===== src/rtl/dma_pkg.sv =====
package dma_pkg;
  typedef enum logic [1:0] {
    ST_IDLE = 2'd0,
    ST_WAIT = 2'd1,
    ST_XFER = 2'd2
  } dma_state_e;

  localparam logic [1:0] RS_ADDR   = 2'd0;
  localparam logic [1:0] RS_COUNT  = 2'd1;
  localparam logic [1:0] RS_MODE   = 2'd2;
  localparam logic [1:0] RS_STATUS = 2'd3;

  localparam int MB_START = 0;
  localparam int MB_DIR   = 1;
  localparam int MB_BURST = 2;
endpackage


===== src/rtl/dma_regs.sv =====
module dma_regs
  import dma_pkg::*;
#(
  parameter int AW = 16,
  parameter int CW = 16,
  parameter int DW = 16
) (
  input  logic          clk_i,
  input  logic          rst_ni,
  input  logic          sel_i,
  input  logic [1:0]    reg_i,
  input  logic          wr_i,
  input  logic          rd_i,
  input  logic [DW-1:0] wdata_i,
  output logic [DW-1:0] rdata_o,
  input  logic          step_i,
  output logic [AW-1:0] addr_o,
  output logic          start_o,
  output logic          dir_o,
  output logic          burst_o,
  output logic          last_o,
  output logic          cnt_zero_o,
  output logic          eot_o
);
  localparam logic [CW-1:0] CNT_ONE = CW'(1);

  logic [AW-1:0] addr_q;
  logic [CW-1:0] count_q;
  logic          start_q, dir_q, burst_q, eot_q;
  logic          wr_en, wr_addr, wr_cnt, wr_mode, done;

  assign wr_en   = sel_i && wr_i;
  assign wr_addr = wr_en && (reg_i == RS_ADDR);
  assign wr_cnt  = wr_en && (reg_i == RS_COUNT);
  assign wr_mode = wr_en && (reg_i == RS_MODE);
  assign last_o     = (count_q == CNT_ONE);
  assign cnt_zero_o = (count_q == '0);
  assign done       = step_i && last_o;

  always_ff @(posedge clk_i or negedge rst_ni) begin
    if (!rst_ni)      addr_q <= '0;
    else if (wr_addr) addr_q <= AW'(wdata_i);
    else if (step_i)  addr_q <= addr_q + 1'b1;
  end

  always_ff @(posedge clk_i or negedge rst_ni) begin
    if (!rst_ni)      count_q <= '0;
    else if (wr_cnt)  count_q <= CW'(wdata_i);
    else if (step_i)  count_q <= count_q - CNT_ONE;
  end

  always_ff @(posedge clk_i or negedge rst_ni) begin
    if (!rst_ni) begin
      start_q <= 1'b0;
      dir_q   <= 1'b0;
      burst_q <= 1'b0;
      eot_q   <= 1'b0;
    end else if (wr_mode) begin
      start_q <= wdata_i[MB_START];
      dir_q   <= wdata_i[MB_DIR];
      burst_q <= wdata_i[MB_BURST];
      eot_q   <= 1'b0;
    end else if (done) begin
      start_q <= 1'b0;
      eot_q   <= 1'b1;
    end
  end

  always_comb begin
    rdata_o = '0;
    if (sel_i && rd_i) begin
      unique case (reg_i)
        RS_ADDR:  rdata_o = DW'(addr_q);
        RS_COUNT: rdata_o = DW'(count_q);
        RS_MODE: begin
          rdata_o[MB_START] = start_q;
          rdata_o[MB_DIR]   = dir_q;
          rdata_o[MB_BURST] = burst_q;
        end
        default:  rdata_o[0] = eot_q;
      endcase
    end
  end

  assign addr_o  = addr_q;
  assign start_o = start_q;
  assign dir_o   = dir_q;
  assign burst_o = burst_q;
  assign eot_o   = eot_q;

  a_r6_count_step: assert property (@(posedge clk_i) disable iff (!rst_ni)
    (step_i && !wr_cnt) |=> (count_q == $past(count_q) - CNT_ONE));
  a_r6_addr_step: assert property (@(posedge clk_i) disable iff (!rst_ni)
    (step_i && !wr_addr) |=> (addr_q == $past(addr_q) + 1'b1));
  a_r7_last_word: assert property (@(posedge clk_i) disable iff (!rst_ni)
    (step_i && last_o && !wr_mode) |=> (eot_q && !start_q && cnt_zero_o));
  a_r11_eot_clear: assert property (@(posedge clk_i) disable iff (!rst_ni)
    wr_mode |=> !eot_q);
  a_r11_eot_sticky: assert property (@(posedge clk_i) disable iff (!rst_ni)
    (eot_q && !wr_mode) |=> eot_q);
endmodule


===== src/rtl/dma_seq.sv =====
module dma_seq
  import dma_pkg::*;
(
  input  logic clk_i,
  input  logic rst_ni,
  input  logic start_i,
  input  logic burst_i,
  input  logic cnt_zero_i,
  input  logic last_i,
  input  logic dreq_i,
  input  logic bg_i,
  output logic br_o,
  output logic dack_o,
  output logic step_o
);
  dma_state_e state_q, state_d;

  always_comb begin
    state_d = state_q;
    unique case (state_q)
      ST_IDLE:
        if (start_i && !cnt_zero_i && dreq_i) state_d = ST_WAIT;
      ST_WAIT:
        if (!start_i)             state_d = ST_IDLE;
        else if (bg_i && dreq_i)  state_d = ST_XFER;
      ST_XFER:
        if (!bg_i)                state_d = ST_WAIT;
        else if (last_i)          state_d = ST_IDLE;
        else if (!burst_i)        state_d = ST_IDLE;
        else if (dreq_i)          state_d = ST_XFER;
        else                      state_d = ST_WAIT;
      default:                    state_d = ST_IDLE;
    endcase
  end

  always_ff @(posedge clk_i or negedge rst_ni) begin
    if (!rst_ni) state_q <= ST_IDLE;
    else         state_q <= state_d;
  end

  assign br_o   = (state_q != ST_IDLE);
  assign dack_o = (state_q == ST_XFER) && bg_i;
  assign step_o = dack_o;

  a_r3_ack_after_grant: assert property (@(posedge clk_i) disable iff (!rst_ni)
    dack_o |-> ($past(bg_i) && br_o));
  a_r8_burst_hold: assert property (@(posedge clk_i) disable iff (!rst_ni)
    (br_o && burst_i && start_i && !(step_o && last_i)) |=> br_o);
  a_r9_steal_release: assert property (@(posedge clk_i) disable iff (!rst_ni)
    (step_o && !burst_i) |=> !br_o);
endmodule


===== src/rtl/dma_ctrl.sv =====
module dma_ctrl
  import dma_pkg::*;
#(
  parameter int AW = 16,
  parameter int CW = 16,
  parameter int DW = 16
) (
  input  logic          clk_i,
  input  logic          rst_ni,
  input  logic          sel_i,
  input  logic [1:0]    reg_i,
  input  logic          wr_i,
  input  logic          rd_i,
  input  logic [DW-1:0] wdata_i,
  output logic [DW-1:0] rdata_o,
  input  logic          dev_req_i,
  output logic          dev_ack_o,
  input  logic [DW-1:0] dev_wdata_i,
  output logic [DW-1:0] dev_rdata_o,
  output logic          bus_req_o,
  input  logic          bus_gnt_i,
  output logic [AW-1:0] mem_addr_o,
  output logic [DW-1:0] mem_wdata_o,
  input  logic [DW-1:0] mem_rdata_i,
  output logic          mem_we_o,
  output logic          mem_re_o,
  output logic          addr_oe_o,
  output logic          data_oe_o,
  output logic          eot_irq_o
);
  logic step, start, dir, burst, last, cnt_zero;

  dma_regs #(.AW(AW), .CW(CW), .DW(DW)) u_regs (
    .clk_i      (clk_i),
    .rst_ni     (rst_ni),
    .sel_i      (sel_i),
    .reg_i      (reg_i),
    .wr_i       (wr_i),
    .rd_i       (rd_i),
    .wdata_i    (wdata_i),
    .rdata_o    (rdata_o),
    .step_i     (step),
    .addr_o     (mem_addr_o),
    .start_o    (start),
    .dir_o      (dir),
    .burst_o    (burst),
    .last_o     (last),
    .cnt_zero_o (cnt_zero),
    .eot_o      (eot_irq_o)
  );

  dma_seq u_seq (
    .clk_i      (clk_i),
    .rst_ni     (rst_ni),
    .start_i    (start),
    .burst_i    (burst),
    .cnt_zero_i (cnt_zero),
    .last_i     (last),
    .dreq_i     (dev_req_i),
    .bg_i       (bus_gnt_i),
    .br_o       (bus_req_o),
    .dack_o     (dev_ack_o),
    .step_o     (step)
  );

  assign mem_we_o    = step && !dir;
  assign mem_re_o    = step && dir;
  assign mem_wdata_o = dev_wdata_i;
  assign dev_rdata_o = mem_re_o ? mem_rdata_i : '0;
  assign addr_oe_o   = bus_gnt_i && bus_req_o;
  assign data_oe_o   = mem_we_o;

  a_r12_req_needs_count: assert property (@(posedge clk_i) disable iff (!rst_ni)
    bus_req_o |-> !cnt_zero);
  a_r10_data_oe_in_grant: assert property (@(posedge clk_i) disable iff (!rst_ni)
    data_oe_o |-> (addr_oe_o && dev_ack_o));
  a_r3_strobe_with_ack: assert property (@(posedge clk_i) disable iff (!rst_ni)
    (mem_we_o || mem_re_o) |-> dev_ack_o);
endmodule


===== config.mk =====
export PLATFORM = sky130hd
export DESIGN_NAME = dma_ctrl
export DESIGN_NICKNAME = d
export VERILOG_FILES = /design/src/rtl/dma_pkg.sv /design/src/rtl/dma_regs.sv /design/src/rtl/dma_seq.sv /design/src/rtl/dma_ctrl.sv
export SDC_FILE = /design/constraint.sdc
export NUM_CORES = 1
export LEC_CHECK = 0
export ABC_CLOCK_PERIOD_IN_PS = 2800
export BUFFER_PORTS_ARGS = -buffer_cell sky130_fd_sc_hd__buf_4
export CORE_ASPECT_RATIO = 0.9
export CORE_UTILIZATION = 33
export DETAILED_ROUTE_END_ITERATION = 6
export GPL_TIMING_DRIVEN = 0
export HOLD_SLACK_MARGIN = 0.03
export REMOVE_ABC_BUFFERS = 1
export SYNTH_ARGS = -nofsm -noshare
export SYNTH_HDL_FRONTEND = slang
export SYNTH_HIERARCHICAL = 1
export SYNTH_SLANG_ARGS = --single-unit

===== constraint.sdc =====
create_clock -name clk_i -period 2.8 [get_ports clk_i]
set_input_delay 0.14 -clock clk_i [delete_from_list [all_inputs] [get_ports clk_i]]
set_output_delay 0.14 -clock clk_i [all_outputs]
set_load 0.1 [all_outputs]

==> reports/results.ini <==
[outcome]
status = finished with violations
violations = DRC

[yosys]
synth_flop_cell = dfrtp_1
netlist_top_cells_area = dfrtp_1, mux2i_1, nor2_1
synth_cell_type_count = 44
yosys_warnings = 6
netlist.area_leader.share_pct = 35.0
synth_top_area_cell = dfrtp_1
synthCells = 312
seq_area_frac_synth_pct = 35.0
synth_edf_count = 0
async_reset_ff_share_pct = 100
ys_ff_latch = 38
yosys.cell_count.top_type = nor2_1
syn_avg_cell_area_um2 = 8.71
synth_area_um2 = 2720
netlist_top_cells_count = nor2_1, dfrtp_1, nand2_1

[pwr]
combPwrFrac_pct = 43.8
pwr-share-seq_pct = 38.9
pwr-share-clk_pct = 17.3
p_switching_w = 0.00109
powerDensity_nw_per_um2 = 647
p_leak_nw = 1.56
p_int_w = 0.00115
ir_drop_uv = 380
swShare_pct = 48.6

[setup_path]
cp_max_fo = 34
ff2ff_path_depth = 5
critPathArrivalTime_ps = 2770
timing.rr.start = u_seq/state_q[0]
regToRegSetupSlack_ps = 150
setup.worst_path.class = reg -> reg
r2r_end = u_regs/addr_o[15]
cp-start-kind = register
crit_path_end = u_regs/addr_o[15]
required_ps = 2920
crit_start = u_seq/state_q[0]
worstSetupEndpointType = register

[flow_run]
cap_violations = 0

[drt]
vias = 2485
routed_wl_um = 7730
drtIter0Drc = 135
wl_per_cell_um = 16.0
avgViaCountPerCell = 5.13
antenna_left = 0
drt-pass1-iter-count = 6
drc = 6

[sta]
setup_violations = 0
grt_setup_unrepaired = no
max_freq_ghz = 0.378
hold_viol = 0
post-route-min-period_ps = 2650
max_slew_margin_pct = 19.4
worst_slack_ps = 151
slew_viol_final = 0
fin_skew_ps = 10.5
fin_crit_sh_pct = 94.6
tightest_slew_ps = 1210

[finish]
layout.nets = 444
n_antenna_cell = 0
stdcell_area_um2 = 3470
drive_above_1_share_pct = 32.5
area_delta_synth_final_pct = 27.8

[clock_network]
numCtsBuffers = 5
cts_tree = built
ctsLongestPathBuffers = 2
htreeDepth = 2
cts.sinks = 38
clock_tree.root_cell = clkbuf_8
clock_latency_ps = 290
clk_pin_slew_worst_paths_ps = 80

[floorplan]
start_util_pct = 33.9
die_area_um2 = 8610
rows = 31
io_pins = 128
die_h_um = 88.1
coreArea_um2 = 8030
die_w_um = 97.7

[place]
portBuffers = 95
place_ws_ps = -241
dpl_cell_area_um2 = 3370
hpwl_um = 5720
gp_congestion = 0.760

[min_path]
hold_path_class = in -> reg

[global_routing]
grt_first_pass_wirelength_um = 12200
antenna_found_initial = 0
grt_pass1_vias = 2373
grt_overflow = 0
grt_usage_pct = 18.1
grt_max_degree = 39

[layout by cell type (no fill, tap or decap), types with 2 or more instances in the layout]
cell type and n:
nand3b_1 2, and3_2 5, nor3b_1 3, a31oi_1 2, ha_1 3, nand4_1 6
nor4_4 2, nor4_1 6, nor2_1 40, or4_1 2, or2_2 2, clkbuf_8 6
a21oi_1 19, mux2_2 5, and3_1 11, xor2_1 17, dfrtp_1 38, inv_1 4
nor2b_1 6, mux2i_1 16, nor3_1 7, nand3_1 6, nand2_1 29, buf_4 95
o21ai_0 16, nand4b_1 5, and2_1 2, xnor2_1 11, o22ai_1 2
[registers in the layout, indices dropped and copies added, names as in the netlist]
signal / cells
u_regs/dir_o: 1
u_seq/state_q: 2
u_regs/burst_o: 1
u_regs/count_q: 16
u_regs/addr_o: 16
u_regs/start_o: 1
u_regs/eot_o: 1
[metal layers]
layer | wire length (µm) | global-route usage [%] | vias to the layer above
met5 | 0 | 0 | -
met4 | 43 | 3.99 | 0
met3 | 454 | 5.19 | 4
met2 | 3550 | 29.6 | 67
met1 | 3680 | 23.9 | 1195
li1 | - | - | 1219
[power by group through the flow]
stage	registers, W	logic [W]	clock network, W
CTS	0.000873	0.000991	0.000399
floorplan	0.00119	0.000399	0
detailed placement	0.000883	0.000987	0
global placement	0.000879	0.000970	0
finish	0.000874	0.000985	0.000389
global route	0.000898	0.00104	0.000422
[worst max-delay path, stage by stage, from the launching register on]
cell and delay, ps:
dfrtp_1 440, and3b_2 640, nand4_1 550, nor4_1 600
xnor2_1 170, o21ai_0 80
[area by class of cell]
cell class / count / area [µm²]
fill: 807 / 4550
timing repair buffer: 97 / 738
clock inverter: 1 / 5.00
multi-input combinational: 238 / 1560
clock buffer: 7 / 86.3
tap: 99 / 124
sequential: 38 / 951
inverter: 4 / 15.0
[worst min-delay path by stage]
stage / from / end / slack [ps] / cells after the start
floorplan: rst_ni / u_regs/addr_o[0] / -160 / 0
global placement: rst_ni / u_regs/addr_o[13] / 150 / 1
detailed placement: rst_ni / u_regs/addr_o[13] / 150 / 1
CTS: wdata_i[9] / u_regs/addr_o[9] / 50 / 3
global route: wdata_i[7] / u_regs/addr_o[7] / 60 / 3
finish: wdata_i[9] / u_regs/addr_o[9] / 60 / 3
[metrics by stage]
| stage | instances | hold slack, ps | utilization, % | setup TNS, ps | power [W] |
|---|---|---|---|---|---|
| floorplan | 280 | -156 | - | -1860 | 0.00159 |
| CTS | 484 | 54.6 | 43.3 | 0 | 0.00226 |
| global route | 484 | 56.3 | 43.3 | 0 | 0.00236 |
| finish | 484 | 60.7 | 43.3 | 0 | 0.00225 |
| global placement | 474 | 152 | 41.7 | -7780 | 0.00185 |
| detailed placement | 475 | 146 | 42.0 | -424 | 0.00187 |
[kinds of logic (layout without fill, tap and decap cells)]
kind of cell | count (synthesis) | count (layout) | share of synthesized area, %
buffers and inverters | 36 | 109 | 8.05
flip-flops | 38 | 38 | 35.0
AO/OA/AOI/OAI | 43 | 43 | 8.61
multiplexers | 22 | 22 | 8.79
XOR/XNOR | 28 | 28 | 9.02
adder cells (fa/ha/maj) | 3 | 3 | 1.38
AND/OR/NAND/NOR | 142 | 142 | 29.2
[timing repair]
item,4_1_cts,5_1_grt
endpoints found under the setup margin,3,0
endpoints found under the hold margin,38,0
hold buffers,1,0
setup buffers,0,0
resized for setup,1,0
No activity file was read; power rests on OpenSTA's default activity.
